===== src/rtl/prc_pkg.sv =====
// Shared constants and variant geometry for the point route controller.
// Assumes a three-leg point: channel 0 toe, 1 normal leg, 2 reverse leg.
package prc_pkg;
    localparam int NV  = 4;             // route variants
    localparam int NST = 4;             // stages per variant
    localparam int NCH = 3;             // geographic channels
    localparam int NPOS = 2;            // point positions
    localparam int VW  = $clog2(NV);
    localparam int SW  = 1 + NV * NST;  // one-hot state width
    localparam int IW  = VW + 3;        // indication width

    localparam logic [2:0] IND_REST = 3'd0;
    localparam logic [2:0] IND_CALL = 3'd1;
    localparam logic [2:0] IND_SET  = 3'd2;
    localparam logic [2:0] IND_LOCK = 3'd3;
    localparam logic [2:0] IND_REL  = 3'd4;

    // Channel a train enters the point from for a variant.
    function automatic int entry_ch(input int v);
        case (v)
            1:       return 1;
            3:       return 2;
            default: return 0;
        endcase
    endfunction

    // Channel a train leaves the point by for a variant.
    function automatic int exit_ch(input int v);
        case (v)
            0:       return 1;
            2:       return 2;
            default: return 0;
        endcase
    endfunction

    // Position bit a variant needs: 0 normal, 1 reverse.
    function automatic int pos_bit(input int v);
        return v / 2;
    endfunction
endpackage


===== src/rtl/prc_arbiter.sv =====
// Fixed-priority picker: the lowest set request bit wins.
// Assumes requests are sampled only while the caller is idle.
module prc_arbiter #(
    parameter int N = 4
) (
    input  logic [N-1:0] req,
    output logic [N-1:0] grant,
    output logic         any
);
    // Scan upward and keep the first set bit only.
    always_comb begin
        logic found;
        found = 1'b0;
        grant = '0;
        for (int i = 0; i < N; i++) begin
            if (req[i] && !found) begin
                grant[i] = 1'b1;
                found    = 1'b1;
            end
        end
    end

    // Any request pending.
    assign any = |req;
endmodule


===== src/rtl/prc_lane.sv =====
// Next-stage logic for one route variant: Calling, Setting, Locking, Releasing.
// Assumes cur is this variant's slice of a one-hot register; each stage
// holds until its own single condition is true.
module prc_lane
    import prc_pkg::*;
#(
    parameter int VAR = 0
) (
    input  logic            clk,
    input  logic            rst_n,
    input  logic [NST-1:0]  cur,
    input  logic            start,
    input  logic [NCH-1:0]  nb_ready,
    input  logic [NCH-1:0]  nb_passed,
    input  logic [NPOS-1:0] pos_det,
    input  logic            occupied,
    output logic [NST-1:0]  nxt,
    output logic            done
);
    localparam int ENT = entry_ch(VAR);
    localparam int EXT = exit_ch(VAR);
    localparam int PB  = pos_bit(VAR);

    logic rdy, at_pos, cleared;

    // Select this variant's conditions from the shared inputs.
    assign rdy     = nb_ready[ENT];
    assign at_pos  = pos_det[PB];
    assign cleared = occupied & nb_passed[EXT];

    // Advance or hold each stage on its one condition.
    always_comb begin
        nxt[0] = start  | (cur[0] & ~rdy);
        nxt[1] = (cur[0] & rdy)    | (cur[1] & ~at_pos);
        nxt[2] = (cur[1] & at_pos) | (cur[2] & ~occupied);
        nxt[3] = (cur[2] & occupied) | (cur[3] & ~cleared);
        done   = cur[3] & cleared;
    end

    assert_call_hold_R4: assert property (@(posedge clk) disable iff (!rst_n)
        (cur[0] && !nb_ready[ENT]) |=> cur[0]);
    assert_call_adv_R4: assert property (@(posedge clk) disable iff (!rst_n)
        (cur[0] && nb_ready[ENT]) |=> cur[1]);
    assert_set_hold_R5: assert property (@(posedge clk) disable iff (!rst_n)
        (cur[1] && !pos_det[PB]) |=> cur[1]);
    assert_lock_adv_R6: assert property (@(posedge clk) disable iff (!rst_n)
        (cur[2] && occupied) |=> cur[3]);
    assert_rel_exit_R7: assert property (@(posedge clk) disable iff (!rst_n)
        (cur[3] && occupied && nb_passed[EXT]) |=> (cur == '0));
endmodule


===== src/rtl/prc_decode.sv =====
// Output decoder: turns the one-hot state into indication, position
// command and neighbour busy flags. Assumes at most one state bit is set.
module prc_decode
    import prc_pkg::*;
(
    input  logic [SW-1:0]   state,
    output logic [IW-1:0]   ind_code,
    output logic [NPOS-1:0] pos_cmd,
    output logic [NCH-1:0]  nb_busy
);
    // OR together the outputs of whichever state bit is set.
    always_comb begin
        ind_code = '0;
        pos_cmd  = '0;
        nb_busy  = '0;
        for (int v = 0; v < NV; v++) begin
            for (int s = 0; s < NST; s++) begin
                if (state[1 + v*NST + s]) begin
                    ind_code = {VW'(v), 3'(s + 1)};
                    nb_busy[entry_ch(v)] = 1'b1;
                    nb_busy[exit_ch(v)]  = 1'b1;
                    if (s >= 1) pos_cmd[pos_bit(v)] = 1'b1;
                end
            end
        end
    end
endmodule


===== src/rtl/point_route_ctrl.sv =====
// Route life-cycle controller for one point object. Holds a one-hot
// state (bit 0 = Rest, then four stages per variant), arbitrates requests
// in Rest, and decodes Moore outputs. Illegal encodings fall back to Rest.
module point_route_ctrl
    import prc_pkg::*;
(
    input  logic            clk,
    input  logic            rst_n,
    input  logic [NV-1:0]   route_req,
    input  logic [NCH-1:0]  nb_ready,
    input  logic [NCH-1:0]  nb_passed,
    input  logic [NPOS-1:0] pos_det,
    input  logic            track_occ,
    output logic [IW-1:0]   ind_code,
    output logic [NPOS-1:0] pos_cmd,
    output logic [NCH-1:0]  nb_busy
);
    localparam logic [SW-1:0] REST_ST = SW'(1);

    logic [SW-1:0]      state_q, state_d;
    logic [NV-1:0]      grant, done;
    logic               any_req;
    logic [NV*NST-1:0]  lane_nxt;

    prc_arbiter #(.N(NV)) arb_i (
        .req   (route_req),
        .grant (grant),
        .any   (any_req)
    );

    for (genvar v = 0; v < NV; v++) begin : g_lane
        prc_lane #(.VAR(v)) lane_i (
            .clk       (clk),
            .rst_n     (rst_n),
            .cur       (state_q[1 + v*NST +: NST]),
            .start     (state_q[0] & grant[v]),
            .nb_ready  (nb_ready),
            .nb_passed (nb_passed),
            .pos_det   (pos_det),
            .occupied  (track_occ),
            .nxt       (lane_nxt[v*NST +: NST]),
            .done      (done[v])
        );
    end

    // Assemble next state; any non-one-hot value recovers to Rest.
    always_comb begin
        if (!$onehot(state_q)) state_d = REST_ST;
        else state_d = {lane_nxt, (state_q[0] & ~any_req) | (|done)};
    end

    // State register with synchronous active-low reset.
    always_ff @(posedge clk) begin
        if (!rst_n) state_q <= REST_ST;
        else        state_q <= state_d;
    end

    prc_decode dec_i (
        .state    (state_q),
        .ind_code (ind_code),
        .pos_cmd  (pos_cmd),
        .nb_busy  (nb_busy)
    );

    assert_reset_rest_R1: assert property (@(posedge clk)
        !rst_n |=> (ind_code == '0 && pos_cmd == '0 && nb_busy == '0));
    assert_state_onehot_R2: assert property (@(posedge clk) disable iff (!rst_n)
        $onehot(state_q));
    assert_lowest_wins_R2: assert property (@(posedge clk) disable iff (!rst_n)
        (state_q[0] && route_req[0]) |=> (ind_code == {VW'(0), IND_CALL}));
    assert_call_from_rest_R3: assert property (@(posedge clk) disable iff (!rst_n)
        (ind_code[2:0] == IND_CALL && $past(ind_code[2:0]) != IND_CALL)
            |-> $past(ind_code[2:0]) == IND_REST);
    assert_cmd_window_R8: assert property (@(posedge clk) disable iff (!rst_n)
        (ind_code[2:0] <= IND_CALL) |-> (pos_cmd == '0));
endmodule


===== config.mk =====
export PLATFORM = sky130hd
export DESIGN_NAME = point_route_ctrl
export DESIGN_NICKNAME = d
export VERILOG_FILES = /design/src/rtl/prc_pkg.sv /design/src/rtl/prc_arbiter.sv /design/src/rtl/prc_lane.sv /design/src/rtl/prc_decode.sv /design/src/rtl/point_route_ctrl.sv
export SDC_FILE = /design/constraint.sdc
export NUM_CORES = 1
export LEC_CHECK = 0
export ABC_AREA = 1
export CORE_ASPECT_RATIO = 2
export CORE_MARGIN = 5
export CORE_UTILIZATION = 30
export CTS_CLUSTER_DIAMETER = 40
export DETAILED_ROUTE_END_ITERATION = 10
export PLACE_DENSITY = 0.53
export SYNTH_ARGS = -nofsm -noshare
export SYNTH_HDL_FRONTEND = slang
export SYNTH_SLANG_ARGS = --single-unit

===== constraint.sdc =====
create_clock -name clk -period 11.35 [get_ports clk]
set_input_delay 1.135 -clock clk [delete_from_list [all_inputs] [get_ports clk]]
set_output_delay 1.135 -clock clk [all_outputs]
set_load 0.03 [all_outputs]

==> flow_summary.ini <==
[status]
status = finished clean

[global_routing]
grt_max_degree = 18
track_usage_pct = 12.3
grt_pass1_vias = 1153
antenna_found_initial = 0
grt_pass1_wl_um = 5600
overflow = 0

[finish]
layout_common_cells = 35 x inv_1, 28 x nand2_1, 24 x clkdlybuf4s50_1
largest_reg_flops = 17
diodes = 0
layout_commonest_cell = inv_1
post-route-util_pct = 39.0
fin_nets = 219
drive_above_1_share_pct = 12.2
area_growth_pct = 25.6
top_register = state_q
top_regs = state_q x17

[synth]
synthCells = 163
avgSynthCellArea_um2 = 7.87
synth_area_leaders = dfxtp_1 27%, fa_1 17%, inv_1 10%, nand2_1 8.2%, nor2_2 5.4%
synth-seq-area-share_pct = 26.5
syn_area_um2 = 1280
synth_warnings = 0
synth-seq-cells = 17
synth_nets = 193
synthDistinctLibCells = 32
yosys.area.top_type_share_pct = 26.5
synth_top_cell_by_area = dfxtp_1

[sta]
finalClockSkew_ns = 0.00357
fin_crit_ns = 4.69
drv_slew = 0
finalWorstSetupSlack_ns = 6.66
timing.hold.ws_ns = 0.513
maxSlewHeadroom_pct = 56.2
tns_ns = 0
setup_viol = 0
max_freq_mhz = 213
rsz0062_at_grt = false
hold_violations = 0
worst_pin_slew_ns = 0.656
period_share_pct = 41.3

[pwr]
irDropWorstVdd_mv = 0.145
seqPwrFrac_pct = 22.7
p_int_mw = 0.177
p_sw_share_pct = 49.0
clkPwrFrac_pct = 12.9
power_mw = 0.347
combPwrFrac_pct = 64.3
p_per_area_nw_per_um2 = 215
power.switching_mw = 0.170
p_leak_nw = 0.704

[placement]
dp_hpwl_um = 2840
gp_congestion = 0.799
post-place-ws_ns = 6.67
portBuffers = 24

[worst_setup_path]
critical_path.endpoint_type = flop
critPathArrivalTime_ns = 4.81
crit_required_ns = 11.47
startpoint_type = flop
worstPathMaxFanout = 17
path_class = flop to flop

[run]
drv_cap = 0

[routing]
ant_nets = 0
num_vias = 1106
routed_wirelength_um = 3300
drt-initial-drc-count = 31
dr.pass1.iters = 4
drc = 0
wl_per_cell_um = 13.7
vias_per_cell = 4.61

[clock_network]
numCtsBuffers = 3
root_buffer = clkbuf_8
clock-sinks = 17
clk_latency_ns = 0.25
cts_tree = yes
clk_path_buf_depth = 2
cts_hold_buf = 0
cts-resized-gates = 0
clk_pin_slew_ns = 0.07
htreeDepth = 1
cts_setup_buffers = 0

[hold_path]
hold_path_class = flop to flop

[die]
die_height_um = 102
die-width_um = 56.2
num_rows = 33
start_util_pct = 31.1
core_area_um2 = 4130
boundaryPins = 25
die-area_um2 = 5760
-- synthesized netlist by cell type --
| library cell | instances |
|---|---|
| inv_1 | 35 |
| nand2_1 | 28 |
| dfxtp_1 | 17 |
| fa_1 | 11 |
| nor2_1 | 11 |
| nor2_2 | 11 |
| a22oi_1 | 9 |
| a21oi_1 | 7 |
| ha_1 | 4 |
| nand3_1 | 4 |
| inv_2 | 3 |
| nand3b_1 | 2 |
| o31ai_1 | 2 |
| a211o_1 | 1 |
| a21oi_2 | 1 |
| a31oi_1 | 1 |
| a32oi_1 | 1 |
| buf_4 | 1 |
| buf_6 | 1 |
| clkbuf_1 | 1 |
| inv_4 | 1 |
| nand2_2 | 1 |
| nand4_1 | 1 |
| nor3_1 | 1 |
| nor4_1 | 1 |
| o2111ai_1 | 1 |
| o2111ai_4 | 1 |
| o21ai_0 | 1 |
| o21bai_1 | 1 |
| o22ai_1 | 1 |
| o41ai_2 | 1 |
| or2_2 | 1 |
-- metal layers --
metal  global-route usage (%)  part of all wire [%]  vias up
met5                        0                     0        -
met4                     2.74                  0.58        0
met3                     1.26                   3.2        3
met2                     25.0                    61       27
met1                     13.4                    35      510
li1                         -                     -      566
-- through the flow --
| step | area, um^2 | std cells |
|---|---|---|
| after floorplan | 1280 | 163 |
| after global placement | 1570 | 236 |
| after detailed placement | 1570 | 236 |
| after CTS | 1610 | 240 |
| after global routing | 1610 | 240 |
| final | 1610 | 240 |
-- critical path: stages (launching register included) --
cell	delay, ns
dfxtp_1	0.45
inv_1	0.12
fa_1	0.49
inv_1	0.05
fa_1	0.47
fa_1	0.55
inv_1	0.06
fa_1	0.53
inv_1	0.06
fa_1	0.45
fa_1	0.44
nor2_1	0.19
o2111ai_4	0.37
nor2_1	0.20
o2111ai_1	0.11
-- cells by family after synthesis --
| kind of cell | Yosys count | share of synthesized area, % |
|---|---|---|
| AO/OA/AOI/OAI | 28 | 17.2 |
| flip-flops | 17 | 26.5 |
| buffers and inverters | 42 | 13.4 |
| AND/OR/NAND/NOR | 61 | 21.9 |
| adder cells (fa/ha/maj) | 15 | 21.1 |
-- power groups by stage --
| stage | clock network [mW] | registers, mW | logic, mW |
|---|---|---|---|
| 4_1_cts | 0.0462 | 0.0795 | 0.227 |
| 2_1_floorplan | 0 | 0.0756 | 0.170 |
| 3_5_place_dp | 0 | 0.0809 | 0.225 |
| 3_3_place_gp | 0 | 0.0806 | 0.221 |
| 6_report | 0.0449 | 0.0788 | 0.223 |
| 5_1_grt | 0.0485 | 0.0803 | 0.253 |
-- final timing paths --
kind / start / to / slack [ns] / cells after the start
setup reg to reg: state_q[9] / state_q[0] / 6.66 / 14
hold reg to reg: state_q[4] / state_q[4] / 0.51 / 2
hold / removal: state_q[4] / state_q[4] / 0.51 / 2
setup / recovery: state_q[9] / state_q[0] / 6.66 / 14
-- layout make-up --
class | instances | area [um^2]
clock buffer | 4 | 45.0
multi-input combinational | 104 | 771
fill | 442 | 2520
tap | 52 | 65.1
sequential | 17 | 340
timing repair buffer | 24 | 240
inverter | 39 | 149
Power figures use the tool's default switching activity.
